===== config.mk =====
export PLATFORM = sky130hd
export DESIGN_NAME = sslp_ctrl
export DESIGN_NICKNAME = d
export VERILOG_FILES = /design/src/rtl/sslp_pkg.sv /design/src/rtl/sslp_entry_match.sv /design/src/rtl/sslp_wake_qual.sv /design/src/rtl/sslp_sync.sv /design/src/rtl/sslp_fsm.sv /design/src/rtl/sslp_ctrl.sv
export SDC_FILE = /design/constraint.sdc
export NUM_CORES = 1
export LEC_CHECK = 0
export BUFFER_PORTS_ARGS = -buffer_cell sky130_fd_sc_hd__clkbuf_2
export CAP_MARGIN = 20
export CORE_AREA = 3 3 40 42
export CTS_CLUSTER_DIAMETER = 30
export DETAILED_ROUTE_END_ITERATION = 10
export DIE_AREA = 0 0 43 45
export GPL_ROUTABILITY_DRIVEN = 0
export PLACE_DENSITY = 0.73
export SYNTH_ARGS = -nofsm -noshare
export SYNTH_HDL_FRONTEND = slang
export SYNTH_HIERARCHICAL = 1
export SYNTH_SLANG_ARGS = --single-unit

===== constraint.sdc =====
create_clock -name clk -period 1.6 [get_ports clk]
set_clock_uncertainty 0.2 [all_clocks]
set_input_delay 0.16 -clock clk [delete_from_list [all_inputs] [get_ports clk]]
set_output_delay 0.16 -clock clk [all_outputs]
set_load 0.01 [all_outputs]

===== src/rtl/sslp_pkg.sv =====
package sslp_pkg;

    typedef enum logic [1:0] {
        ST_RUN  = 2'd0,
        ST_DOZE = 2'd1,
        ST_WAKE = 2'd2
    } sslp_state_t;

    typedef struct packed {
        logic cpu_clk_en;
        logic hold_en;
        logic exc_start;
        logic periph_gate;
    } sslp_ctl_t;

endpackage


===== src/rtl/sslp_entry_match.sv =====
module sslp_entry_match (
    input  logic cfg_stby,
    input  logic cfg_lspd,
    input  logic cfg_tclk,
    input  logic sleep_exec,
    output logic enter_req
);
    // Only one configuration combination selects subsleep.
    logic cfg_match;

    always_comb begin
        cfg_match = (~cfg_stby) & cfg_lspd & cfg_tclk;
        enter_req = sleep_exec & cfg_match;
    end
endmodule


===== src/rtl/sslp_wake_qual.sv =====
module sslp_wake_qual #(
    parameter int NUM_SRC = 18
) (
    input  logic               irq_mask,
    input  logic [NUM_SRC-1:0] irq_req,
    input  logic [NUM_SRC-1:0] irq_en,
    output logic               wake_raw
);
    logic [NUM_SRC-1:0] live;

    always_comb begin
        live     = irq_req & irq_en;
        wake_raw = (|live) & ~irq_mask;
    end
endmodule


===== src/rtl/sslp_sync.sv =====
module sslp_sync #(
    parameter int STAGES = 2
) (
    input  logic clk,
    input  logic rst_n,
    input  logic d_in,
    output logic d_out
);
    logic [STAGES-1:0] chain;

    generate
        for (genvar g = 0; g < STAGES; g++) begin : g_stage
            if (g == 0) begin : g_first
                always_ff @(posedge clk or negedge rst_n) begin
                    if (!rst_n) chain[0] <= 1'b0;
                    else        chain[0] <= d_in;
                end
            end else begin : g_rest
                always_ff @(posedge clk or negedge rst_n) begin
                    if (!rst_n) chain[g] <= 1'b0;
                    else        chain[g] <= chain[g-1];
                end
            end
        end
    endgenerate

    assign d_out = chain[STAGES-1];
endmodule


===== src/rtl/sslp_fsm.sv =====
module sslp_fsm
    import sslp_pkg::*;
(
    input  logic        clk,
    input  logic        rst_n,
    input  logic        enter_req,
    input  logic        wake_sync,
    output sslp_state_t state,
    output sslp_ctl_t   ctl
);
    sslp_state_t state_nx;

    always_comb begin
        state_nx = state;
        unique case (state)
            ST_RUN:  if (enter_req) state_nx = ST_DOZE;
            ST_DOZE: if (wake_sync) state_nx = ST_WAKE;
            ST_WAKE: state_nx = ST_RUN;
            default: state_nx = ST_RUN;
        endcase
    end

    always_ff @(posedge clk or negedge rst_n) begin
        if (!rst_n) state <= ST_RUN;
        else        state <= state_nx;
    end

    always_comb begin
        ctl = '{cpu_clk_en: 1'b1, hold_en: 1'b0, exc_start: 1'b0, periph_gate: 1'b0};
        unique case (state)
            ST_RUN:  ;
            ST_DOZE: begin
                ctl.cpu_clk_en  = 1'b0;
                ctl.hold_en     = 1'b1;
                ctl.periph_gate = 1'b1;
            end
            ST_WAKE: ctl.exc_start = 1'b1;
            default: ;
        endcase
    end
endmodule


===== src/rtl/sslp_ctrl.sv =====
module sslp_ctrl
    import sslp_pkg::*;
#(
    parameter int NUM_SRC    = 18,
    parameter int NUM_PERIPH = 8,
    parameter int ADC_IDX    = 0,
    parameter int PWM_IDX    = 1,
    parameter int SYNC_DEPTH = 2
) (
    input  logic                  clk,
    input  logic                  rst_n,
    input  logic                  sleep_exec,
    input  logic                  cfg_stby,
    input  logic                  cfg_lspd,
    input  logic                  cfg_tclk,
    input  logic                  irq_mask,
    input  logic [NUM_SRC-1:0]    irq_req,
    input  logic [NUM_SRC-1:0]    irq_en,
    output logic                  cpu_clk_en,
    output logic [NUM_PERIPH-1:0] periph_en,
    output logic                  hold_en,
    output logic                  exc_start
);
    localparam logic [NUM_PERIPH-1:0] GATED_SET =
        (NUM_PERIPH'(1) << ADC_IDX) | (NUM_PERIPH'(1) << PWM_IDX);

    logic        enter_req;
    logic        wake_raw;
    logic        wake_sync;
    sslp_state_t state;
    sslp_ctl_t   ctl;

    sslp_entry_match u_entry (
        .cfg_stby   (cfg_stby),
        .cfg_lspd   (cfg_lspd),
        .cfg_tclk   (cfg_tclk),
        .sleep_exec (sleep_exec),
        .enter_req  (enter_req)
    );

    sslp_wake_qual #(.NUM_SRC(NUM_SRC)) u_qual (
        .irq_mask (irq_mask),
        .irq_req  (irq_req),
        .irq_en   (irq_en),
        .wake_raw (wake_raw)
    );

    sslp_sync #(.STAGES(SYNC_DEPTH)) u_sync (
        .clk   (clk),
        .rst_n (rst_n),
        .d_in  (wake_raw),
        .d_out (wake_sync)
    );

    sslp_fsm u_fsm (
        .clk       (clk),
        .rst_n     (rst_n),
        .enter_req (enter_req),
        .wake_sync (wake_sync),
        .state     (state),
        .ctl       (ctl)
    );

    always_comb begin
        cpu_clk_en = ctl.cpu_clk_en;
        hold_en    = ctl.hold_en;
        exc_start  = ctl.exc_start;
        periph_en  = ctl.periph_gate ? ~GATED_SET : '1;
    end
endmodule


; ---- Word level (Yosys, flattened, before mapping)
; Index checks and enable logic that the tools add are counted.
[totals]
regBits = 4
out_inout_bits = 11
word_cells = 24
[op_classes]
n_mux = 7
reduce_logical = 3
n_eq_ne = 4
n_bitwise = 7
[ops]
columns = cell, n
row1 = AND 18 bit, 1
row2 = OR reduction 18 bit, 1
row3 = two-way mux 2 bit, 4
row4 = AND 1 bit, 4
row5 = != test 2 bit (second input constant), 2
row6 = case mux 2 bit (2 select lines), 1
row7 = equality test 2 x 1 -> 1 bit (second input constant), 1
row8 = equality test 2 bit (second input constant), 1
row9 = zero test 2 bit, 1
row10 = two-way mux 1 bit, 2
row11 = NOT 1 bit, 2
row12 = AND reduction 2 bit, 1

; ---- Depth between registers and ports, before layout
; Gate-level depths: netlist of run 1.
[depth]
word_depth = 6
mapped_depth = 4

; ---- Cells and area by module
; Netlist of run 1, hierarchy kept.
[modules_own_cells]
columns = module, area_each_um2, cells_each, instances
row1 = sslp_wake_qual, 108.9, 11, 1
row2 = sslp_fsm, 106.4, 10, 1
row3 = sslp_ctrl, 60.1, 9, 1
row4 = sslp_sync, 50.0, 2, 1
row5 = sslp_entry_match, 10.0, 1, 1

; ---- Least setup slack after synthesis of run 1
; No wires, ideal clock.
[synth_path]
kind = flip-flop to output port
from = register u_fsm.state[1]
to = output port periph_en[1]
n_path_buf = 1
arrival_ns = 0.745
required_time_ns = 1.240
stages_incl_launch_ff = 4
slack_ns = 0.495
cell_sequence = dfrtp_1 -> nor2b_4 -> inv_1 -> buf_4
[synth_rtl]
columns = element, line
row1 = "start, declared", sslp_fsm.sv:8  ; output sslp_state_t state,
row2 = "start signal, assigned", sslp_fsm.sv:25  ; else state <= state_nx;
row3 = "end, declared", sslp_ctrl.sv:20  ; output logic [NUM_PERIPH-1:0] periph_en,

; ---- Worst setup path in the final report of run 1
[layout_path]
from = register u_fsm.state[1]
to = output port periph_en[1]
[layout_via]
elab_chain_len = 3
[layout_rtl]
columns = element, line
row1 = equality test 2 x 1 -> 1 bit, sslp_fsm.sv:30  ; unique case (state)
row2 = two-way mux 1 bit, sslp_fsm.sv:30
row3 = two-way mux 2 bit, sslp_ctrl.sv:68  ; periph_en = ctl.periph_gate ? ~GATED_SET : '1;
; Every way passes these cells.

==> results by group, run 1 <==
Outcome
  • Status: finished, final reports clean

Final layout
  • Fin nets: 127
  • Area Overhead vs Synth: 76.12%
  • Share of cells above drive strength 1: 65.85%
  • Util after Layout: 45.96%
  • Design area: 590.6 um^2
  • Footprint of the multi-input gates: 186.4 um^2
  • Register area: 100.1 um^2
  • Diode count: 0
  • Fillers: 129

STA
  • Final Worst Setup Slack: 283.1 ps
  • Period minus WS final: 1317 ps
  • Max-slew violation count: 0
  • Setup TNS: 0 ps
  • Max Freq: 0.7594 GHz
  • RSZ-0062 raised after global routing: false
  • Final hold vios: 0
  • Final-report setup violation count: 0
  • Tcrit/Tclk final: 82.31%

Power and ir drop
  • Psw: 86.85 uW
  • Power density over the cells: 578.0 mW/mm^2
  • Pint: 254.5 uW
  • VDD IR max: 0.2120 mV
  • Total power: 341.4 uW
  • P_leak: 0.3523 nW
  • Switching Share: 25.44%
  • Gate power share: 31.3%
  • Reg power frac: 32.2%
  • Clock network fraction of total power: 36.5%

Worst setup path
  • Crit path kind: flop to primary output
  • Crit end category: primary output
  • CP Cell Sequence: nor2b_4 -> inv_1 -> clkbuf_2
  • CP Data Arrival Time: 960 ps
  • CP max stage cell: dfrtp_1
  • Critical Path Source Type: flop
  • Worst setup startpoint: u_fsm/state[1]$_DFFE_PN0P_
  • Crit-path max FO: 4
  • CP peak stage delay: 410 ps
  • Worst flop-to-flop path startpoint: u_fsm/state[0]$_DFFE_PN0P_
  • Worst endpoint required time: 1240 ps

GRT
  • Initial antenna violation count: 0
  • Total grt overflow: 0
  • Vias in the first global route: 464
  • Tot GR Track Use: 12.46%
  • First-pass GRT wire length: 1704 um
  • Largest net degree at the start of global routing: 5

Drt
  • Vias/cell: 4.330
  • Final ANT Viol Nets: 0
  • Final wirelength: 1075 um
  • DR WL/cell: 11.08 um
  • Drt first pass iters: 2
  • Initial detailed-routing violation count: 2
  • DRC errors left: 0
  • Vias: 420

Synthesis
  • Netlist Area Pre-Place: 335.3 um^2
  • Post-synthesis sequential area ratio: 29.85%
  • Synth unique cells: 16
  • Syn avg cell area: 10.16 um^2
  • Synth Warn #: 6
  • Gate Count Post-Synth: 33
  • Synth Register Bits: 4

Die
  • Core area: 0.001285 mm^2
  • IO Pins: 54
  • Row count: 13
  • Die area: 0.001935 mm^2
  • Die width: 43 um
  • Die H: 45 um
  • Initial Utilization: 26.10%

Min path
  • HP Class: primary input to asynchronous set/reset pin

Clock tree
  • Clock Tree Buf Depth: 2
  • # Post-CTS Setup Buffers: 0
  • CTS Root Cell: clkbuf_4
  • Clock Sinks: 4
  • CTS tree: done
  • Reg clk slew, reported paths: 40 ps
  • Total CTS buffers: 3
  • Worst-Skew Late Latency: 230 ps
  • Htree depth: 1

Job
  • Max-cap violations: 0

Place
  • Placed Instance Area: 548.0 um^2
  • DP Worst Slack: 319.6 ps
  • Detailed placer's ending HPWL: 993.4 um
  • Port Buffers: 47
==> placed cells by master, fill, tap and decap left out <==
master         instances
dlygate4sd3_1          2
inv_1                  2
and2_1                 1
nor2b_4                1
clkbuf_4               3
conb_1                 6
and4b_1                1
and3_1                 1
dfrtp_1                4
a221oi_1               1
and2b_1                1
nand2b_1               2
a22o_1                 4
a31oi_1                1
clkbuf_2              47
a21oi_1                1
a221oi_2               3
a22oi_1                1
==> repair_timing <==
| action | in CTS | in global routing |
|---|---|---|
| resized for setup | 0 | 0 |
| hold buffers | 2 | 0 |
| hold endpoints to repair | 5 | 0 |
==> state kept, by name (all words and copies together), names as in the netlist <==
signal	count
u_fsm/state	2
u_sync/d_out	1
u_sync/chain	1
==> cell families (layout without fill, tap and decap cells) <==
family          Yosys count  count (layout)  synth area share [%]
other cells               1               6                 1.118
buf+inv                  10              54                 20.15
simple gates              7               7                 16.79
compound gates           11              11                 32.09
flops                     4               4                 29.85
==> critical path: cells and delay by family (launching register included) <==
kind	cells	cell delay (ps)
flip-flops	1	410
buffers and inverters	2	180
AND/OR/NAND/NOR	1	140
==> final cells by class <==
cell class	count	area share, %
Multi-Input combinational cell	24	31.57
Tap cell	15	3.178
Inverter	2	1.271
Timing Repair Buffer	49	43.22
Clock buffer	3	3.814
Sequential cell	4	16.95
==> per-stage QoR <==
step                      instances  hold WS (ps)
after floorplan                  38        -335.6
after global placement           92        -231.4
after detailed placement         92        -232.1
after CTS                        97         58.73
after global routing             97         83.55
final                            97         59.58
==> Yosys cell counts, drive strengths merged <==
| master | instances | area (um^2) |
|---|---|---|
| a21oi | 1 | 5.000 |
| a221oi | 4 | 53.80 |
| a22o | 4 | 35.03 |
| a22oi | 1 | 7.510 |
| a31oi | 1 | 6.260 |
| and2 | 1 | 6.260 |
| and2b | 1 | 7.510 |
| and3 | 1 | 6.260 |
| and4b | 1 | 10.01 |
| buf | 8 | 60.06 |
| conb | 1 | 3.750 |
| dfrtp | 4 | 100.1 |
| inv | 2 | 7.510 |
| nand2b | 2 | 12.51 |
| nor2b | 1 | 13.76 |
==> power groups by stage <==
stage                     clock network [mW]  logic [mW]  registers, mW
after detailed placement                   0       0.104          0.111
after global placement                     0      0.0992          0.111
final                                  0.125       0.107          0.110
after floorplan                            0      0.0530          0.110
after global routing                   0.133       0.119          0.111
after CTS                              0.131       0.107          0.110
==> final timing paths <==
kind                       slack, ps  depth (start not counted)                         end
max                              280                          3                periph_en[1]
min                               60                          2  u_fsm/state[0]$_DFFE_PN0P_
max reg2reg                      590                          2  u_fsm/state[1]$_DFFE_PN0P_
min reg2reg                      150                          0      u_sync/d_out$_DFF_PN0_
max in group asynchronous       1020                          2  u_fsm/state[1]$_DFFE_PN0P_
min in group clk                  80                          3   u_sync/chain[0]$_DFF_PN0_
==> routing by layer <==
metal,vias to the layer above,share of wire [%],GRT usage [%]
li1,208,-,-
met1,166,29,11.95
met2,42,53,23.05
met3,4,15,1.992
met4,0,2.5,10.84
met5,-,0,0
Power figures use the tool's default switching activity.
==> inputs of run 2 (changes only) <==
--- a/config.mk
+++ b/config.mk
@@ -5,14 +5,15 @@
 export SDC_FILE = /design/constraint.sdc
 export NUM_CORES = 1
 export LEC_CHECK = 0
+export ABC_AREA = 1
 export BUFFER_PORTS_ARGS = -buffer_cell sky130_fd_sc_hd__clkbuf_2
 export CAP_MARGIN = 20
-export CORE_AREA = 3 3 40 42
+export CORE_MARGIN = 3
+export CORE_UTILIZATION = 25
 export CTS_CLUSTER_DIAMETER = 30
 export DETAILED_ROUTE_END_ITERATION = 10
-export DIE_AREA = 0 0 43 45
 export GPL_ROUTABILITY_DRIVEN = 0
-export PLACE_DENSITY = 0.73
+export PLACE_DENSITY = 0.72
 export SYNTH_ARGS = -nofsm -noshare
 export SYNTH_HDL_FRONTEND = slang
 export SYNTH_HIERARCHICAL = 1
==> constraint.sdc (replaced) <==
create_clock -name clk -period 1.2 [get_ports clk]
set_clock_uncertainty 0.2 [all_clocks]
set_input_delay 0.12 -clock clk [delete_from_list [all_inputs] [get_ports clk]]
set_output_delay 0.12 -clock clk [all_outputs]
set_load 0.01 [all_outputs]
==> results by group, run 2 <==
GRT
  • GR Util met1: 9.113%
  • Tot GR Track Use: 9.440%
  • First-pass GRT wire length: 1359 um
  • Met3 Use GR: 4.878%
  • Vias in the first global route: 393
  • Largest net degree at the start of global routing: 5
  • Initial antenna violation count: 0
  • GRT met2 Usage: 16.86%
  • Total grt overflow: 0
  • Top Usage Layer GRT: met2

Place
  • Detailed placer's ending HPWL: 848.7 um
  • Port Buffers: 47
  • Placed Instance Area: 579.3 um^2
  • Placed insts: 123
  • DP Worst Slack: 124.0 ps

Final layout
  • Most frequent cells in the layout: 44 x clkbuf_2, 32 x nand2_1, 8 x nor2_1
  • Share of cells above drive strength 1: 52.14%
  • Most common cell after layout, fill and taps aside: clkbuf_2
  • Post-route insts no fill: 132
  • Footprint of the multi-input gates: 202.7 um^2
  • Design area: 651.9 um^2
  • Fillers: 153
  • Area Overhead vs Synth: 77.82%
  • Max reg flops: 2
  • Register area: 100.1 um^2
  • Util after Layout: 48.87%
  • Diode count: 0
  • Fin nets: 162
  • Largest Register: u_fsm/state

STA
  • Period minus WS final: 1248 ps
  • RSZ-0062 raised after global routing: true
  • Hold WS: 34.28 ps
  • Setup TNS: -118.0 ps
  • Max Freq: 0.8010 GHz
  • Final hold vios: 0
  • Final-report setup violation count: 3
  • Max-slew violation count: 0
  • Final Worst Setup Slack: -48.44 ps
  • Tcrit/Tclk final: 104.0%

Worst setup path
  • CP Cell Sequence: inv_2 -> nand2_2 -> inv_2 -> inv_2 -> clkbuf_2
  • Reg2reg path depth: 5
  • CP peak stage delay: 360 ps
  • CP max stage cell: dfrtp_1
  • CP most frequent cell: inv_2
  • Crit-path max FO: 3
  • Critical Path Source Type: flop
  • Crit path kind: flop to primary output
  • CP Data Arrival Time: 930 ps
  • Crit end category: primary output
  • Worst endpoint required time: 880 ps

Synthesis
  • Top-count cell post-synth: nand2_1
  • Netlist Area Pre-Place: 366.6 um^2
  • Yosys top cell by area: nand2_1
  • EDFF count, synth: 0
  • Syn avg cell area: 5.728 um^2
  • Area contributors post-synth: nand2_1 33%, dfrtp_1 27%, buf_4 16%
  • Main flop type after synthesis: dfrtp_1
  • Post-synthesis sequential area ratio: 27.30%
  • Most instantiated cells after synthesis: 32 x nand2_1, 8 x buf_4, 8 x nor2_1, 6 x inv_1, 4 x dfrtp_1
  • Gate Count Post-Synth: 64
  • Synth unique cells: 9
  • Synth top area share: 32.76%
  • Asr flop ratio synth: 100.0%
  • Synth Warn #: 6
  • Synth Register Bits: 4

Drt
  • DR WL/cell: 6.902 um
  • Vias/cell: 3.742
  • Initial detailed-routing violation count: 1
  • Final ANT Viol Nets: 0
  • Drt first pass iters: 5
  • DRC errors left: 0
  • Final wirelength: 911 um
  • Vias: 494

Clock tree
  • CTS Root Cell: clkbuf_4
  • Htree depth: 1
  • Reg clk slew, reported paths: 40 ps
  • Clock Sinks: 4
  • Clock Tree Buf Depth: 2
  • CTS tree: done
  • Worst-Skew Late Latency: 230 ps
  • Total CTS buffers: 3

Power and ir drop
  • Total power: 714.8 uW
  • P_leak: 0.4435 nW
  • Power density over the cells: 1097 mW/mm^2
  • VDD IR max: 0.3715 mV

Die
  • Die area: 0.001962 mm^2
  • Initial Utilization: 27.49%
  • Die width: 44.30 um
  • Die H: 44.30 um
  • Core area: 0.001334 mm^2
  • IO Pins: 54
  • Row count: 13

Min path
  • HP Class: primary input to asynchronous set/reset pin

Job
  • Max-cap violations: 0

Outcome
  • Status: finished, violations left
  • Violated checks: setup timing
-- run 2: cells by family after synthesis --
group         synth area share, %
flops                       27.30
simple gates                49.15
buf+inv                     22.53
other cells                 1.023
-- run 2: critical path: cells and delay by family, from the launching register on --
kind	cells	cell delay, ps
buffers and inverters	4	270
flip-flops	1	360
AND/OR/NAND/NOR	1	60
-- run 2: worst paths after layout --
check | slack (ps) | startpoint | end
setup / recovery | -50 | u_fsm/state[1]$_DFFE_PN0P_ | periph_en[0]
hold / removal | 30 | rst_n | u_fsm/state[1]$_DFFE_PN0P_
setup reg to reg | 110 | u_fsm/state[1]$_DFFE_PN0P_ | u_fsm/state[1]$_DFFE_PN0P_
hold reg to reg | 140 | u_sync/chain[0]$_DFF_PN0_ | u_sync/d_out$_DFF_PN0_
max in group asynchronous | 640 | rst_n | u_fsm/state[0]$_DFFE_PN0P_
min in group clk | 40 | sleep_exec | u_fsm/state[0]$_DFFE_PN0P_
-- run 2: final cells by class --
cell class	instances	share of cell area [%]
Sequential cell	4	15.36
Inverter	6	3.455
Multi-Input combinational cell	51	31.09
Timing Repair Buffer	53	43.76
Clock buffer	3	3.455
Tap cell	15	2.879
-- run 2: repair_timing --
item,CTS,global route
endpoints found under the hold margin,5,0
endpoints found under the setup margin,5,5
buffers inserted,3,1
pin swaps,0,1
hold buffers,2,0
resized for setup,3,3
-- run 2: where the power goes --
| group | internal [mW] | switching, mW | total (mW) |
|---|---|---|---|
| logic | 0.201 | 0.174 | 0.375 |
| clock network | 0.112 | 0.0507 | 0.162 |
| registers | 0.161 | 0.0162 | 0.177 |
-- run 2: routing by layer --
layer  vias to the layer above  part of all wire, %
met3                         0                   16
met1                       185                   32
met4                         0                    0
li1                        280                    -
met5                         -                    0
met2                        29                   52
